===== src/rtl/busRecPkg.sv =====
package busRecPkg;

  typedef enum logic [1:0] {
    ST_LINKED   = 2'd0,
    ST_CLOCKING = 2'd1,
    ST_ISOLATED = 2'd2
  } recState_e;

  // strobes from control to datapath
  typedef struct packed {
    logic clrIdle;   // hold the low-time counter at zero
    logic runBurst;  // run the pulse generator
  } recStrobe_t;

endpackage


===== src/rtl/busRecSync.sv =====
module busRecSync #(
  parameter int STAGES   = 2,
  parameter bit RST_VAL  = 1'b1
) (
  input  logic clk,
  input  logic rstN,
  input  logic rawIn,
  output logic syncOut
);
  logic [STAGES-1:0] chain;

  always_ff @(posedge clk or negedge rstN) begin
    if (!rstN) chain <= {STAGES{RST_VAL}};
    else       chain <= {chain[STAGES-2:0], rawIn};
  end

  assign syncOut = chain[STAGES-1];
endmodule


===== src/rtl/busRecDatapath.sv =====
module busRecDatapath
  import busRecPkg::*;
#(
  parameter int TIMEOUT_CYC = 6_000_000,
  parameter int HALF_CYC    = 11_765,
  parameter int PULSES      = 16
) (
  input  logic       clk,
  input  logic       rstN,
  input  logic       sdaRaw,
  input  logic       sclRaw,
  input  recStrobe_t strobe,
  output logic       busHigh,
  output logic       lowTimeout,
  output logic       pulseEnd,
  output logic       lastPulse,
  output logic       pullLow
);
  localparam int LOW_W = $clog2(TIMEOUT_CYC + 1);
  localparam int PH_W  = $clog2(HALF_CYC + 1);
  localparam int PC_W  = $clog2(PULSES + 1);
  localparam logic [LOW_W-1:0] LOW_LAST = LOW_W'(TIMEOUT_CYC - 1);
  localparam logic [PH_W-1:0]  PH_LAST  = PH_W'(HALF_CYC - 1);
  localparam logic [PC_W-1:0]  PC_LAST  = PC_W'(PULSES - 1);

  logic [1:0] rawLines, syncLines;
  assign rawLines = {sclRaw, sdaRaw};

  for (genvar i = 0; i < 2; i++) begin : g_sync
    busRecSync #(.STAGES(2), .RST_VAL(1'b1)) u_sync (
      .clk(clk), .rstN(rstN), .rawIn(rawLines[i]), .syncOut(syncLines[i])
    );
  end

  assign busHigh = &syncLines;

  // low-time counter, saturating at the last count
  logic [LOW_W-1:0] lowCnt;
  always_ff @(posedge clk or negedge rstN) begin
    if (!rstN)                        lowCnt <= '0;
    else if (strobe.clrIdle || busHigh) lowCnt <= '0;
    else if (lowCnt != LOW_LAST)      lowCnt <= lowCnt + 1'b1;
  end
  assign lowTimeout = !busHigh && (lowCnt == LOW_LAST);

  // pulse generator: low half (halfSel=0) then released half (halfSel=1)
  logic [PH_W-1:0] phaseCnt;
  logic            halfSel;
  logic [PC_W-1:0] pulseCnt;
  always_ff @(posedge clk or negedge rstN) begin
    if (!rstN) begin
      phaseCnt <= '0;
      halfSel  <= 1'b0;
      pulseCnt <= '0;
    end else if (!strobe.runBurst) begin
      phaseCnt <= '0;
      halfSel  <= 1'b0;
      pulseCnt <= '0;
    end else if (phaseCnt == PH_LAST) begin
      phaseCnt <= '0;
      halfSel  <= !halfSel;
      if (halfSel) pulseCnt <= pulseCnt + 1'b1;
    end else begin
      phaseCnt <= phaseCnt + 1'b1;
    end
  end

  assign pulseEnd  = strobe.runBurst && halfSel && (phaseCnt == PH_LAST);
  assign lastPulse = (pulseCnt == PC_LAST);
  assign pullLow   = strobe.runBurst && !halfSel;

  // a burst only ever starts from an expired low-time count
  assert_burst_after_timeout_R2: assert property (@(posedge clk) disable iff (!rstN)
    $rose(strobe.runBurst) |-> $past(lowTimeout));

  // the pulse generator never outlives PULSES pulses
  assert_pulse_bound_R5: assert property (@(posedge clk) disable iff (!rstN)
    (pulseEnd && lastPulse) |=> !pullLow);
endmodule


===== src/rtl/busRecControl.sv =====
module busRecControl
  import busRecPkg::*;
(
  input  logic       clk,
  input  logic       rstN,
  input  logic       busHigh,
  input  logic       lowTimeout,
  input  logic       pulseEnd,
  input  logic       lastPulse,
  output recStrobe_t strobe,
  output logic       linked
);
  recState_e state, stateNext;

  always_ff @(posedge clk or negedge rstN) begin
    if (!rstN) state <= ST_LINKED;
    else       state <= stateNext;
  end

  always_comb begin
    stateNext = state;
    unique case (state)
      ST_LINKED:   if (lowTimeout) stateNext = ST_CLOCKING;
      ST_CLOCKING: if (pulseEnd) begin
                     if (busHigh)        stateNext = ST_LINKED;
                     else if (lastPulse) stateNext = ST_ISOLATED;
                   end
      ST_ISOLATED: if (busHigh)         stateNext = ST_LINKED;
                   else if (lowTimeout) stateNext = ST_CLOCKING;
      default:     stateNext = ST_LINKED;
    endcase
  end

  assign strobe.runBurst = (state == ST_CLOCKING);
  assign strobe.clrIdle  = (state == ST_CLOCKING);
  assign linked          = (state == ST_LINKED);

  // link is restored only from a bus seen idle
  assert_reconnect_idle_R6: assert property (@(posedge clk) disable iff (!rstN)
    $rose(linked) |-> $past(busHigh));

  // an exhausted burst on a busy bus leaves the side cut off, clock released
  assert_isolate_after_burst_R7: assert property (@(posedge clk) disable iff (!rstN)
    (strobe.runBurst && pulseEnd && lastPulse && !busHigh) |=> (!linked && !strobe.runBurst));
endmodule


===== src/rtl/busRecoveryCtl.sv =====
module busRecoveryCtl
  import busRecPkg::*;
#(
  parameter int TIMEOUT_CYC = 6_000_000,
  parameter int HALF_CYC    = 11_765,
  parameter int PULSES      = 16
) (
  input  logic clk,
  input  logic rstN,
  input  logic sdaLine,
  input  logic sclLine,
  output logic connEn,
  output logic sclPullDn,
  output logic faultN
);
  recStrobe_t strobe;
  logic busHigh, lowTimeout, pulseEnd, lastPulse, pullLow, linked;

  busRecDatapath #(
    .TIMEOUT_CYC(TIMEOUT_CYC), .HALF_CYC(HALF_CYC), .PULSES(PULSES)
  ) u_dp (
    .clk(clk), .rstN(rstN), .sdaRaw(sdaLine), .sclRaw(sclLine),
    .strobe(strobe), .busHigh(busHigh), .lowTimeout(lowTimeout),
    .pulseEnd(pulseEnd), .lastPulse(lastPulse), .pullLow(pullLow)
  );

  busRecControl u_ctl (
    .clk(clk), .rstN(rstN), .busHigh(busHigh), .lowTimeout(lowTimeout),
    .pulseEnd(pulseEnd), .lastPulse(lastPulse), .strobe(strobe), .linked(linked)
  );

  assign connEn    = linked;
  assign faultN    = linked;
  assign sclPullDn = pullLow;

  assert_no_pull_while_linked_R11: assert property (@(posedge clk) disable iff (!rstN)
    sclPullDn |-> !connEn);
endmodule


===== config.mk =====
export PLATFORM = sky130hd
export DESIGN_NAME = busRecoveryCtl
export DESIGN_NICKNAME = d
export VERILOG_FILES = /design/src/rtl/busRecPkg.sv /design/src/rtl/busRecSync.sv /design/src/rtl/busRecDatapath.sv /design/src/rtl/busRecControl.sv /design/src/rtl/busRecoveryCtl.sv
export SDC_FILE = /design/constraint.sdc
export NUM_CORES = 1
export LEC_CHECK = 0
export BUFFER_PORTS_ARGS = -buffer_cell sky130_fd_sc_hd__buf_2
export CAP_MARGIN = 20
export CORE_AREA = 2 2 75 77
export CTS_BUF_LIST = sky130_fd_sc_hd__clkbuf_8
export CTS_CLUSTER_DIAMETER = 50
export CTS_CLUSTER_SIZE = 28
export DETAILED_ROUTE_END_ITERATION = 16
export DIE_AREA = 0 0 77 79
export SLEW_MARGIN = 20
export SYNTH_ARGS = -nofsm -noshare
export SYNTH_HDL_FRONTEND = slang
export SYNTH_SLANG_ARGS = --single-unit

===== constraint.sdc =====
create_clock -name clk -period 4.8 [get_ports clk]
set_clock_uncertainty 0.05 [all_clocks]
set_input_delay 0.24 -clock clk [delete_from_list [all_inputs] [get_ports clk]]
set_output_delay 0.24 -clock clk [all_outputs]
set_load 0.05 [all_outputs]

==> results.py <==
metrics = {
    "run_status": {
        "status": "complete, no violations",
    },
    "synthesis": {
        "ys_warn_count": 0,
        "ys_types": 39,
        "synth_xor_area_share_pct": 6.25,
        "synth-edff-count": 0,
        "synth_top_family_by_area": "simple AND/OR/NAND/NOR gates",
        "synth_ff_type": "dfrtp_1",
        "postSynthCellCount": 267,
        "syn_nets": 276,
        "synthesis.area_um2": 2520,
        "yosys.area_share.simple_pct": 26.4,
        "ys_seq_area_share_pct": 48.8,
        "synth_compound_area_share_pct": 9.68,
        "synthArstFlopShare_pct": 100,
        "synthMuxAreaShare_pct": 2.83,
        "ys_seq_elements": 49,
        "avgSynthCellArea_um2": 9.44,
        "synthAdderAreaFrac_pct": 2.48,
    },
    "critical_path": {
        "cp.arrival_ns": 2.41,
        "criticalPathCategory": "reg2reg",
        "critical-path-top-delay-family": "simple AND/OR/NAND/NOR gates",
        "cp_cell_sequence": "inv_1 > ha_1 > nand4b_1 > nor4_1 > nand2b_1 > nor2_1",
        "cp-start-kind": "register",
        "endpoint_kind": "register",
        "cpPeakStageDelay_ns": 0.68,
        "worstSetupPathDepth": 6,
        "critPathBufInv": 1,
        "reg2reg_depth": 6,
        "cp_data_required_time_ns": 4.91,
        "cp_max_fo": 14,
        "slowest_stage": "nor4_1",
    },
    "cells_and_area": {
        "layout-drive-gt1-share_pct": 8.00,
        "final_cell_mix": "45 x dfrtp_1, 27 x nand2_1, 26 x nor2_1",
        "diodes": 0,
        "final_nets": 283,
        "final_common_cell": "dfrtp_1",
        "area_growth_syn_to_layout_pct": 8.88,
    },
    "detailed_routing": {
        "num_vias": 1906,
        "wl_um": 4690,
        "drtPass1Iterations": 4,
        "viasPerCell": 5.49,
        "drtAntennaViolNets": 0,
        "dr.first_iter.drc_count": 95,
        "wl_per_cell_um": 13.5,
        "drc_errors": 0,
    },
    "floorplanning": {
        "dieArea_um2": 6080,
        "row_count": 27,
        "dieHeight_um": 79,
        "core-area_um2": 5340,
        "start_util_pct": 47.2,
        "io_pins": 7,
        "dieWidth_um": 77,
    },
    "worst_hold_path": {
        "hold_class": "reg2reg",
        "hold_depth": 0,
    },
    "cts": {
        "path_clk_slew_ns": 0.08,
        "cts.sinks": 49,
        "cts_max_level": 2,
        "clock_path_buffers": 2,
        "cts_root_buffer": "clkbuf_8",
        "worst_skew_pair.late_latency_ns": 0.30,
        "cts_buffers": 5,
        "cts_tree": "yes",
    },
    "timing": {
        "setup_violations": 0,
        "finalCriticalPeriod_ns": 2.30,
        "slew_viol_final": 0,
        "tns_ns": 0,
        "hold_viol": 0,
        "max_freq_mhz": 435,
        "tightest_slew_ns": 1.10,
        "fin_crit_sh_pct": 47.8,
        "maxSlewHeadroom_pct": 26.9,
        "rsz0062_at_grt": "no",
    },
    "pwr": {
        "p_leak_uw": 0.00109,
        "cellPowerDensity_nw_per_um2": 280,
        "peakVddDrop_uv": 136,
        "total_power_uw": 768,
    },
    "placement": {
        "io_buffers": 6,
        "dp_hpwl_um": 3210,
        "gp_congestion": 0.762,
    },
    "global_routing": {
        "grt-ovfl-total": 0,
        "grt_pass1_vias": 1867,
        "track_usage_pct": 17.2,
        "grt_pass1_wl_um": 8420,
        "grt_max_degree": 50,
        "antenna_found_initial": 0,
    },
    "flow_run": {
        "maxCapViolCount": 0,
    },
}
[state kept, by name (all words and copies together), names as in the netlist]
| register | count |
|---|---|
| u_dp.phaseCnt | 14 |
| u_dp.lowCnt | 23 |
| u_ctl.state | 2 |
| u_dp.g_sync.u_sync.chain | 4 |
| u_dp.pulseCnt | 5 |
| u_dp.halfSel | 1 |
[metal layers]
metal,GRT usage (%),part of all wire (%)
met1,21.8,47
met4,5.36,1.4
met2,29.9,49
met3,3.41,2.7
met5,0,0
[synthesized netlist by cell type (2+ instances only)]
cell / number / share of area (%)
nand2_1: 27 / 4.0
a211oi_1: 2 / 0.60
mux2i_1: 6 / 2.4
clkbuf_1: 7 / 1.0
inv_1: 11 / 1.6
o21ai_0: 15 / 3.0
xor2_1: 6 / 2.1
nor3_1: 6 / 1.2
nand3_1: 12 / 2.4
a21oi_1: 18 / 3.6
or3_1: 8 / 2.0
xnor2_1: 12 / 4.2
and4_1: 2 / 0.69
nand4b_1: 2 / 0.69
dfrtp_1: 45 / 45
and3_1: 6 / 1.5
buf_2: 3 / 0.60
ha_1: 5 / 2.5
dfstp_2: 4 / 4.2
nand4_1: 7 / 1.7
nor2_1: 26 / 3.9
a2111o_1: 2 / 0.89
nand2b_1: 9 / 2.2
or4_1: 5 / 1.5
nor4_1: 7 / 1.7
[report_power, final]
group,leakage [µW],switching (µW),internal [µW]
Combinational,0.000369,24.2,15.5
Sequential,0.000666,16.1,427
Clock,0.0000593,133,153
[final timing paths]
path | to | from | slack (ns)
min in group asynchronous | u_dp.lowCnt[13] | rstN | 0.51
worst min-delay path | u_dp.g_sync[0].u_sync.chain[1] | u_dp.g_sync[0].u_sync.chain[0] | 0.31
worst min register to register | u_dp.g_sync[0].u_sync.chain[1] | u_dp.g_sync[0].u_sync.chain[0] | 0.31
worst max register to register | u_dp.phaseCnt[11] | u_dp.phaseCnt[0] | 2.50
worst max-delay path | u_dp.phaseCnt[11] | u_dp.phaseCnt[0] | 2.50
max in group asynchronous | u_dp.phaseCnt[9] | rstN | 3.76
[through the flow]
stage / area (µm²) / hold slack [ns] / setup slack [ns] / instances / util (%)
floorplan: 2520 / -0.106 / 2.88 / 267 / -
global placement: 2610 / 0.297 / 2.49 / 336 / 48.9
detailed placement: 2610 / 0.297 / 2.50 / 336 / 48.9
CTS: 2750 / 0.313 / 2.49 / 347 / 51.4
global route: 2750 / 0.319 / 2.26 / 347 / 51.4
finish: 2750 / 0.311 / 2.50 / 347 / 51.4
[cell families after synthesis]
family,Yosys count
XOR/XNOR,18
multiplexers,7
AND/OR/NAND/NOR,124
AO/OA/AOI/OAI,42
flip-flops,49
buffers and inverters,22
adder cells (fa/ha/maj),5
[area by class of cell]
type,instances,area [µm²]
repair buffers,11,75.1
clock buffers,5,68.8
fillers,531,2590
multi-input cells,196,1200
flip-flops and latches,49,1230
well taps,72,90.1
clock inverters,3,38.8
inverters,11,41.3
[repair_timing]
action,CTS,global route
setup endpoints to repair,0,0
gates resized for setup,0,0
endpoints found under the hold margin,14,0
setup buffers,0,0
hold buffers,3,0
No activity file was read; power rests on OpenSTA's default activity.
